--- src/rtl/ks80_pkg.sv ---
package ks80_pkg;
    localparam int NIB_W   = 4;
    localparam int NIB_CNT = 20;
    localparam int KEY_W   = NIB_W * NIB_CNT;
    localparam int RK_NIBS = 8;
    localparam int RK_W    = RK_NIBS * NIB_W;
    localparam int ROUNDS  = 36;
    localparam int RND_W   = $clog2(ROUNDS + 1);
    localparam int CON_W   = 6;
    localparam int CON_HW  = CON_W / 2;
    localparam int ROT     = 4;
    localparam logic [CON_W-1:0] CON_SEED = 6'h01;
    localparam logic [CON_W-1:0] CON_TAPS = 6'h03;   // x^6 = x + 1

    localparam int RK_TAP [RK_NIBS] = '{1, 3, 4, 6, 13, 14, 15, 16};
    localparam int SB_SRC [2]       = '{0, 16};
    localparam int SB_DST [2]       = '{1, 4};
    localparam int WRAP   [ROT]     = '{1, 2, 3, 0};
    localparam int CON_HI_DST       = 7;
    localparam int CON_LO_DST       = 19;

    typedef logic [0:NIB_CNT-1][NIB_W-1:0] wk_t;

    typedef struct packed {
        wk_t              wk;
        logic [CON_W-1:0] con;
        logic [RND_W-1:0] rnd;
        logic             valid;
        logic             exh;
    } ks_state_t;
endpackage

--- src/rtl/ks_sbox4.sv ---
module ks_sbox4 (
    input  logic [3:0] x_i,
    output logic [3:0] y_o
);
    always_comb begin
        case (x_i)
            4'h0: y_o = 4'hC;
            4'h1: y_o = 4'h0;
            4'h2: y_o = 4'hF;
            4'h3: y_o = 4'hA;
            4'h4: y_o = 4'h2;
            4'h5: y_o = 4'hB;
            4'h6: y_o = 4'h9;
            4'h7: y_o = 4'h5;
            4'h8: y_o = 4'h8;
            4'h9: y_o = 4'h3;
            4'hA: y_o = 4'hD;
            4'hB: y_o = 4'h7;
            4'hC: y_o = 4'h1;
            4'hD: y_o = 4'hE;
            4'hE: y_o = 4'h6;
            default: y_o = 4'h4;
        endcase
    end
endmodule

--- src/rtl/ks_rcon.sv ---
module ks_rcon
    import ks80_pkg::*;
(
    input  logic [CON_W-1:0] con_i,
    output logic [CON_W-1:0] con_o
);
    // multiply by x, reduce by the field polynomial
    always_comb begin
        con_o = {con_i[CON_W-2:0], 1'b0};
        if (con_i[CON_W-1]) con_o = con_o ^ CON_TAPS;
    end
endmodule

--- src/rtl/ks_update.sv ---
module ks_update
    import ks80_pkg::*;
(
    input  wk_t              wk_i,
    input  logic [CON_W-1:0] con_i,
    output wk_t              wk_o
);
    logic [NIB_W-1:0] sb_y [2];

    for (genvar g = 0; g < 2; g++) begin : g_sb
        ks_sbox4 u_sb (.x_i(wk_i[SB_SRC[g]]), .y_o(sb_y[g]));
    end

    wk_t mix;

    always_comb begin
        mix = wk_i;
        for (int g = 0; g < 2; g++) begin
            mix[SB_DST[g]] = mix[SB_DST[g]] ^ sb_y[g];
        end
        mix[CON_HI_DST] = mix[CON_HI_DST] ^ {{(NIB_W-CON_HW){1'b0}}, con_i[CON_W-1:CON_HW]};
        mix[CON_LO_DST] = mix[CON_LO_DST] ^ {{(NIB_W-CON_HW){1'b0}}, con_i[CON_HW-1:0]};
        for (int n = 0; n < NIB_CNT - ROT; n++) begin
            wk_o[n] = mix[n + ROT];
        end
        for (int m = 0; m < ROT; m++) begin
            wk_o[NIB_CNT - ROT + m] = mix[WRAP[m]];
        end
    end
endmodule

--- src/rtl/keysched80.sv ---
module keysched80
    import ks80_pkg::*;
(
    input  logic             clk,
    input  logic             rst_n,
    input  logic             load_i,
    input  logic [KEY_W-1:0] key_i,
    input  logic             step_i,
    output logic [RK_W-1:0]  rk_o,
    output logic             rk_valid_o,
    output logic             done_o
);
    ks_state_t        st_d, st_q;
    wk_t              wk_upd;
    logic [CON_W-1:0] con_nxt;

    ks_update u_upd (.wk_i(st_q.wk), .con_i(st_q.con), .wk_o(wk_upd));
    ks_rcon   u_con (.con_i(st_q.con), .con_o(con_nxt));

    always_comb begin
        st_d = st_q;
        if (load_i) begin
            st_d.wk    = wk_t'(key_i);
            st_d.con   = CON_SEED;
            st_d.rnd   = RND_W'(1);
            st_d.valid = 1'b1;
            st_d.exh   = 1'b0;
        end else if (step_i && st_q.valid && !st_q.exh) begin
            if (st_q.rnd < RND_W'(ROUNDS)) begin
                st_d.wk  = wk_upd;
                st_d.con = con_nxt;
                st_d.rnd = st_q.rnd + RND_W'(1);
            end else begin
                st_d.exh = 1'b1;
            end
        end
    end

    always_ff @(posedge clk) begin
        if (!rst_n) st_q <= '0;
        else        st_q <= st_d;
    end

    for (genvar i = 0; i < RK_NIBS; i++) begin : g_rk
        assign rk_o[RK_W-1-NIB_W*i -: NIB_W] = st_q.wk[RK_TAP[i]];
    end

    assign rk_valid_o = st_q.valid;
    assign done_o     = st_q.exh;
endmodule

--- config.mk ---
export PLATFORM = sky130hd
export DESIGN_NAME = keysched80
export DESIGN_NICKNAME = d
export VERILOG_FILES = /design/src/rtl/ks80_pkg.sv /design/src/rtl/ks_sbox4.sv /design/src/rtl/ks_rcon.sv /design/src/rtl/ks_update.sv /design/src/rtl/keysched80.sv
export SDC_FILE = /design/constraint.sdc
export NUM_CORES = 1
export LEC_CHECK = 0
export ABC_CLOCK_PERIOD_IN_PS = 4000
export CAP_MARGIN = 20
export CORE_MARGIN = 3
export CORE_UTILIZATION = 40
export DETAILED_ROUTE_END_ITERATION = 7
export PLACE_DENSITY = 0.68
export SYNTH_ARGS = -nofsm -noshare
export SYNTH_HDL_FRONTEND = slang
export SYNTH_SLANG_ARGS = --single-unit
--- constraint.sdc ---
create_clock -name clk -period 4 [get_ports clk]
set_input_delay 0.8 -clock clk [delete_from_list [all_inputs] [get_ports clk]]
set_output_delay 0.8 -clock clk [all_outputs]
set_load 0.05 [all_outputs]
# After elaboration in Yosys (flattened, before gate mapping)
# Memories as Yosys holds them, arrays and structs flattened. A register that Yosys moved wholly into a read port is not among the register bits.
# Cells that the tools add are included.
# W data, S select, Z words.
# word_totals
word_cells,54
mem_bits_ro,128
reg_bits,94
memories,2
out_inout_bits,34
inputBits,84
# mem_list
name,words,width,read_ports,rd_clocked_by_memory_dff,wr,line_no,source
(name not given),16,4,1,1,0,ks_sbox4.sv:6,case (x_i)
(name not given),16,4,1,1,0,ks_sbox4.sv:6,
# classes
addsub,1
n_lt_le_gt_ge,1
n_mux,8
reduce_logical,9
bitwise_logic,7
# op_table
op,n
$mux W92,3
$mux W4,4
$xor A4 B3 Y4,2
$xor A4 B4 Y4,2
$add A6 B1 Y6 const B,1
$lt A6 B6 Y1 const B,1
$reduce_and A2 Y1,3
$reduce_bool A2 Y1,2
$logic_and A1 B1 Y1,2
$mux W2,1
$not A1 Y1,2
$not A2 Y2,1
$reduce_or A2 Y1,1
$logic_not A1 Y1,1

# Depth between registers and ports, before layout
# logic_depth
ltp_word,7
ltp_mapped,9

# Modules after synthesis
# Synthesis repeated with hierarchy kept, for this count alone.
# unflattened
cells_unflattened,706
area_unflattened_um2,5695.5
# by_module_without_submodules
module,area_per_inst_um2,instances,cells_per_inst
keysched80,4668.2,1,573
ks_update,618.1,1,80
ks_sbox4 (u_upd.g_sb[1].u_sb),188.9,1,24
ks_sbox4 (u_upd.g_sb[0].u_sb),173.9,1,23
ks_rcon,46.3,1,6

# Least setup slack after synthesis
# No wires, ideal clock.
# synth_timing
path_kind,input to register
start,input rst_n
end,"register, netlist name u_upd.g_sb[1].u_sb.y_o[0]"
required_ps,3875
arrival_time_ps,2519
slack_ps,1355
stages,9
path_buffers,2
setup_ps,125
cell_sequence,buf_2 -> clkbuf_1 -> nand3_1 -> o221ai_1 -> inv_1 -> ha_1 -> a311o_1 -> o32ai_1 -> a21oi_1
# synth_between
elab_chain_cells,1
# synth_lines
item,line_no,source
from (decl),keysched80.sv:5,"input logic rst_n,"
$mux W4 (no source line),--,
# Every way passes these cells.
# A chain may end at the register's enable or synchronous reset.

# Worst setup path after layout
# layout_timing
start,input step_i
end,"register, netlist name u_upd.g_sb[0].u_sb.y_o[2]"
# layout_between
elab_chain_cells,6
# layout_lines
item,line_no,source
from (decl),keysched80.sv:8,"input logic step_i,"
$logic_and A1 B1 Y1 (2 in a row),keysched80.sv:28,end else if (step_i && st_q.valid && !st_q.exh) begin
$reduce_bool A2 Y1 (no source line),--,
$reduce_and A2 Y1 (no source line),--,
$mux W4 (no source line) (2 in a row),--,
# Every way passes these cells.

==> results.md <==
| Item | This run |
|---|---|
| Peak ir drop on the vdd network | 0.263 mV |
| Outcome | completed |
| Top cell type's share of synthesized area | 40.1% |
| Highest attainable clock frequency | 331 MHz |
| Final setup violation count | 0 |
| Number of fill cells | 1200 |
| Share of the cycle needed by the critical path after routing | 75.4% |
| Most numerous cell in the Yosys netlist | sky130_fd_sc_hd__nand2_1 |
| Crit path capture type | register |
| Leak | 2.30 nW |
| Post-Syn Area | 5090 um2 |
| Type of the tightest min-delay check | reg -> reg |
| Total count of hold-check failures in the final report | 0 |
| Worst Path Class, Setup | in -> reg |
| TritonCTS Buffers | 9 |
| Antenna violation net count after detailed routing | 0 |
| Max_cap viols | 0 |
| Finished Cell Area | 6380 um2 |
| Vert. Die Dim | 119 um |
| Largest stage delay, worst path | 0.54 ns |
| Mean post-synth cell area | 8.04 um2 |
| PostCTS Resize Cnt | 0 |
| Warnings from Yosys | 0 |
| Starting density of the core | 41.7% |
| Slew at the pin closest to its max-slew limit | 0.952 ns |
| Proportion of synthesized chip area in sequential cells | 40.1% |
| Number of buffers added on ports | 117 |
| Critical path startpoint category | primary input |
| Via-per-instance ratio | 5.40 |
| Standard-cell row count | 40 |
| Count of flip-flops with a built-in enable after synthesis | 0 |
| FFs w/ async S/R, synth | 0% |
| Synthesized netlist cell count | 633 |
| Maximum fanout encountered on the critical timing path | 8 |
| Clock tree from TritonCTS | done |
| Switching share of power | 29.6% |
| Global-route wire length before repair | 22500 um |
| Post-synth top area cell | sky130_fd_sc_hd__dfxtp_1 |
| Number of H-tree branching levels | 3 |
| Top cells by instance count after synthesis | sky130_fd_sc_hd__nand2_1 (163), sky130_fd_sc_hd__dfxtp_1 (102), sky130_fd_sc_hd__nor2_1 (75), sky130_fd_sc_hd__a311oi_1 (66), sky130_fd_sc_hd__buf_4 (33) |
| DR iter-0 viols | 370 |
| Maximum buffer depth of the clock tree | 2 |
| Time the worst path needs with I/O delays and setup | 3.02 ns |
| Worst Hold Path Cells | 2 |
| Critical-path cell with the highest stage delay | sky130_fd_sc_hd__o31ai_1 |
| Switching power summed over all nets | 0.735 mW |
| Crit path DAT | 3.28 ns |
| Setup repair bufs after CTS | 0 |
| Int Power | 1.75 mW |
| Dominant register cell in the synthesized netlist | sky130_fd_sc_hd__dfxtp_1 |
| Post-Synthesis Net Count | 728 |
| Total gr overflow | 0 |
| Part of the total power dissipated in the clock network | 33.8% |
| Clock Latency Late Sink | 0.34 ns |
| Hold slack | 0.479 ns |
| RSZ-0062 raised after global routing | false |
| Number of antenna violations at the first check in global routing | 0 |
| Ratio of cells with drive above 1 in the final layout | 5.77% |
| Horiz. Die Dim | 119 um |
| Dominant cells by area after synthesis | sky130_fd_sc_hd__dfxtp_1 (40%), sky130_fd_sc_hd__nand2_1 (12%), sky130_fd_sc_hd__a311oi_1 (11%) |
| Combined global-route utilization of all metal layers | 19.2% |
| Die Outline Area | 14100 um2 |
| Via count | 4651 |
| Antenna diode instance count | 0 |
| Number of top-level pins | 118 |
| Proportion of power drawn by flip-flops and latches | 46.2% |
| Root Buffer | sky130_fd_sc_hd__clkbuf_16 |
| Max-slew headroom at the worst pin | 36.5% |
| Number of search-and-repair iterations in the first detailed-routing pass | 5 |
| Final nets | 784 |
| CP Data Required Time | 4.27 ns |
| Vias in the first global route | 4410 |
| Standard cell area after detailed placement | 6090 um2 |
| Area overhead of the layout relative to synthesis | 25.2% |
| Placer Congestion | 0.875 |
| Sequence of cells on the critical path | clkdlybuf4s50_1, and3b_1, a21oi_1, o31ai_1, inv_1, ha_1, mux2_1, o21ai_1 |
| Worst clock skew | 0.00949 ns |
| Flip-flop and latch count after synthesis | 102 |
| Largest net degree at the start of global routing | 101 |
| DRC violations left | 0 |
| Logic pwr share | 20.1% |
| Drt total wl | 14000 um |
| Number of pins exceeding their max-slew limit in the final report | 0 |
| Power Density | 389 nW/um2 |
| Sum Neg Setup Slack | 0 ns |
| Clock edge transition at the registers on the reported setup and hold paths | 0.07 ns |
| HPWL after DPL | 9550 um |
| Total core area | 12200 um2 |
| Synth unique cells | 59 |
| Clock Sink Count | 102 |
| Post-DR wirelength/cell | 16.2 um |
| Hold bufs inserted after CTS | 0 |
| Cell count of the worst reg-to-reg path | 7 |
through the flow:
step	util, %	total power, mW	setup slack, ns	cells
global route	52.2	2.58	0.800	861
detailed placement	49.9	1.67	0.684	846
finish	52.2	2.48	0.983	861
CTS	52.2	2.50	1.02	861
floorplan	-	1.50	1.36	633
global placement	49.9	1.66	0.816	846
critical path, delay by kind of cell:
kind	cells	cell delay (ns)
AOI/OAI and AO/OA	3	0.83
muxes	1	0.29
and+or+nand+nor	1	0.37
adders and majority gates	1	0.26
buffers and inverters	2	0.73
layout by cell type, fill, tap and decap left out, types with 3 or more instances in the layout:
cell                                n
sky130_fd_sc_hd__clkbuf_16          9
sky130_fd_sc_hd__o221ai_1           3
sky130_fd_sc_hd__nor4_1             3
sky130_fd_sc_hd__xor2_1             8
sky130_fd_sc_hd__and3_1             3
sky130_fd_sc_hd__a21oi_1           18
sky130_fd_sc_hd__nand2_1          163
sky130_fd_sc_hd__buf_4              9
sky130_fd_sc_hd__dfxtp_1          102
sky130_fd_sc_hd__nor2_1            75
sky130_fd_sc_hd__o31a_1             3
sky130_fd_sc_hd__ha_1              11
sky130_fd_sc_hd__inv_2              3
sky130_fd_sc_hd__o22ai_1            3
sky130_fd_sc_hd__o21ai_1            3
sky130_fd_sc_hd__clkdlybuf4s50_1  117
sky130_fd_sc_hd__a311oi_1          66
sky130_fd_sc_hd__nand3_1            4
sky130_fd_sc_hd__mux2i_1            5
sky130_fd_sc_hd__o211ai_1           8
sky130_fd_sc_hd__o31ai_1            3
sky130_fd_sc_hd__a31oi_1            4
sky130_fd_sc_hd__xnor2_1           11
sky130_fd_sc_hd__nor3_1             3
sky130_fd_sc_hd__nand4_1            3
sky130_fd_sc_hd__inv_1              9
area by class of cell:
cell class / instances / area, um2 / area share [%]
Inverter: 14 / 57.6 / 0.903
Sequential cell: 102 / 2040 / 32.0
Multi-Input combinational cell: 436 / 2540 / 39.9
Clock inverter: 5 / 43.8 / 0.687
Tap cell: 168 / 210 / 3.30
Timing Repair Buffer: 126 / 1240 / 19.4
Clock buffer: 10 / 239 / 3.75
cell families after synthesis:
family,Yosys count,synth area share (%)
simple gates,269,21.7
compound gates,130,20.9
fa+ha+maj,11,2.70
buf+inv,95,9.93
flops,102,40.1
xor+xnor,19,3.27
mux,7,1.43
layer usage:
layer	wire length [um]	global-route usage [%]	vias to the layer above
li1	-	-	2297
met1	6860	28.7	2157
met2	6040	27.7	174
met3	849	4.08	23
met4	233	5.21	0
met5	0	0	-
registers in the layout (all words and copies together) (netlist names):
register,flops
done_o,1
rk_o,32
rk_valid_o,1
u_upd.g_sb.u_sb.y_o,8
st_q,60
power groups by stage:
stage / registers [mW] / logic (mW) / clock network [mW]
6_report: 1.15 / 0.498 / 0.838
3_3_place_gp: 1.17 / 0.487 / 0
2_1_floorplan: 1.15 / 0.345 / 0
3_5_place_dp: 1.17 / 0.496 / 0
4_1_cts: 1.15 / 0.499 / 0.851
5_1_grt: 1.15 / 0.541 / 0.884
worst paths after layout:
check	start	endpoint	slack [ns]
worst min register to register	st_q[49]	st_q[65]	0.48
worst max register to register	st_q[4]	u_upd.g_sb[0].u_sb.y_o[2]	1.39
worst min-delay path	st_q[49]	st_q[65]	0.48
worst max-delay path	step_i	u_upd.g_sb[0].u_sb.y_o[2]	0.98
(Power assumes the default switching activity.)
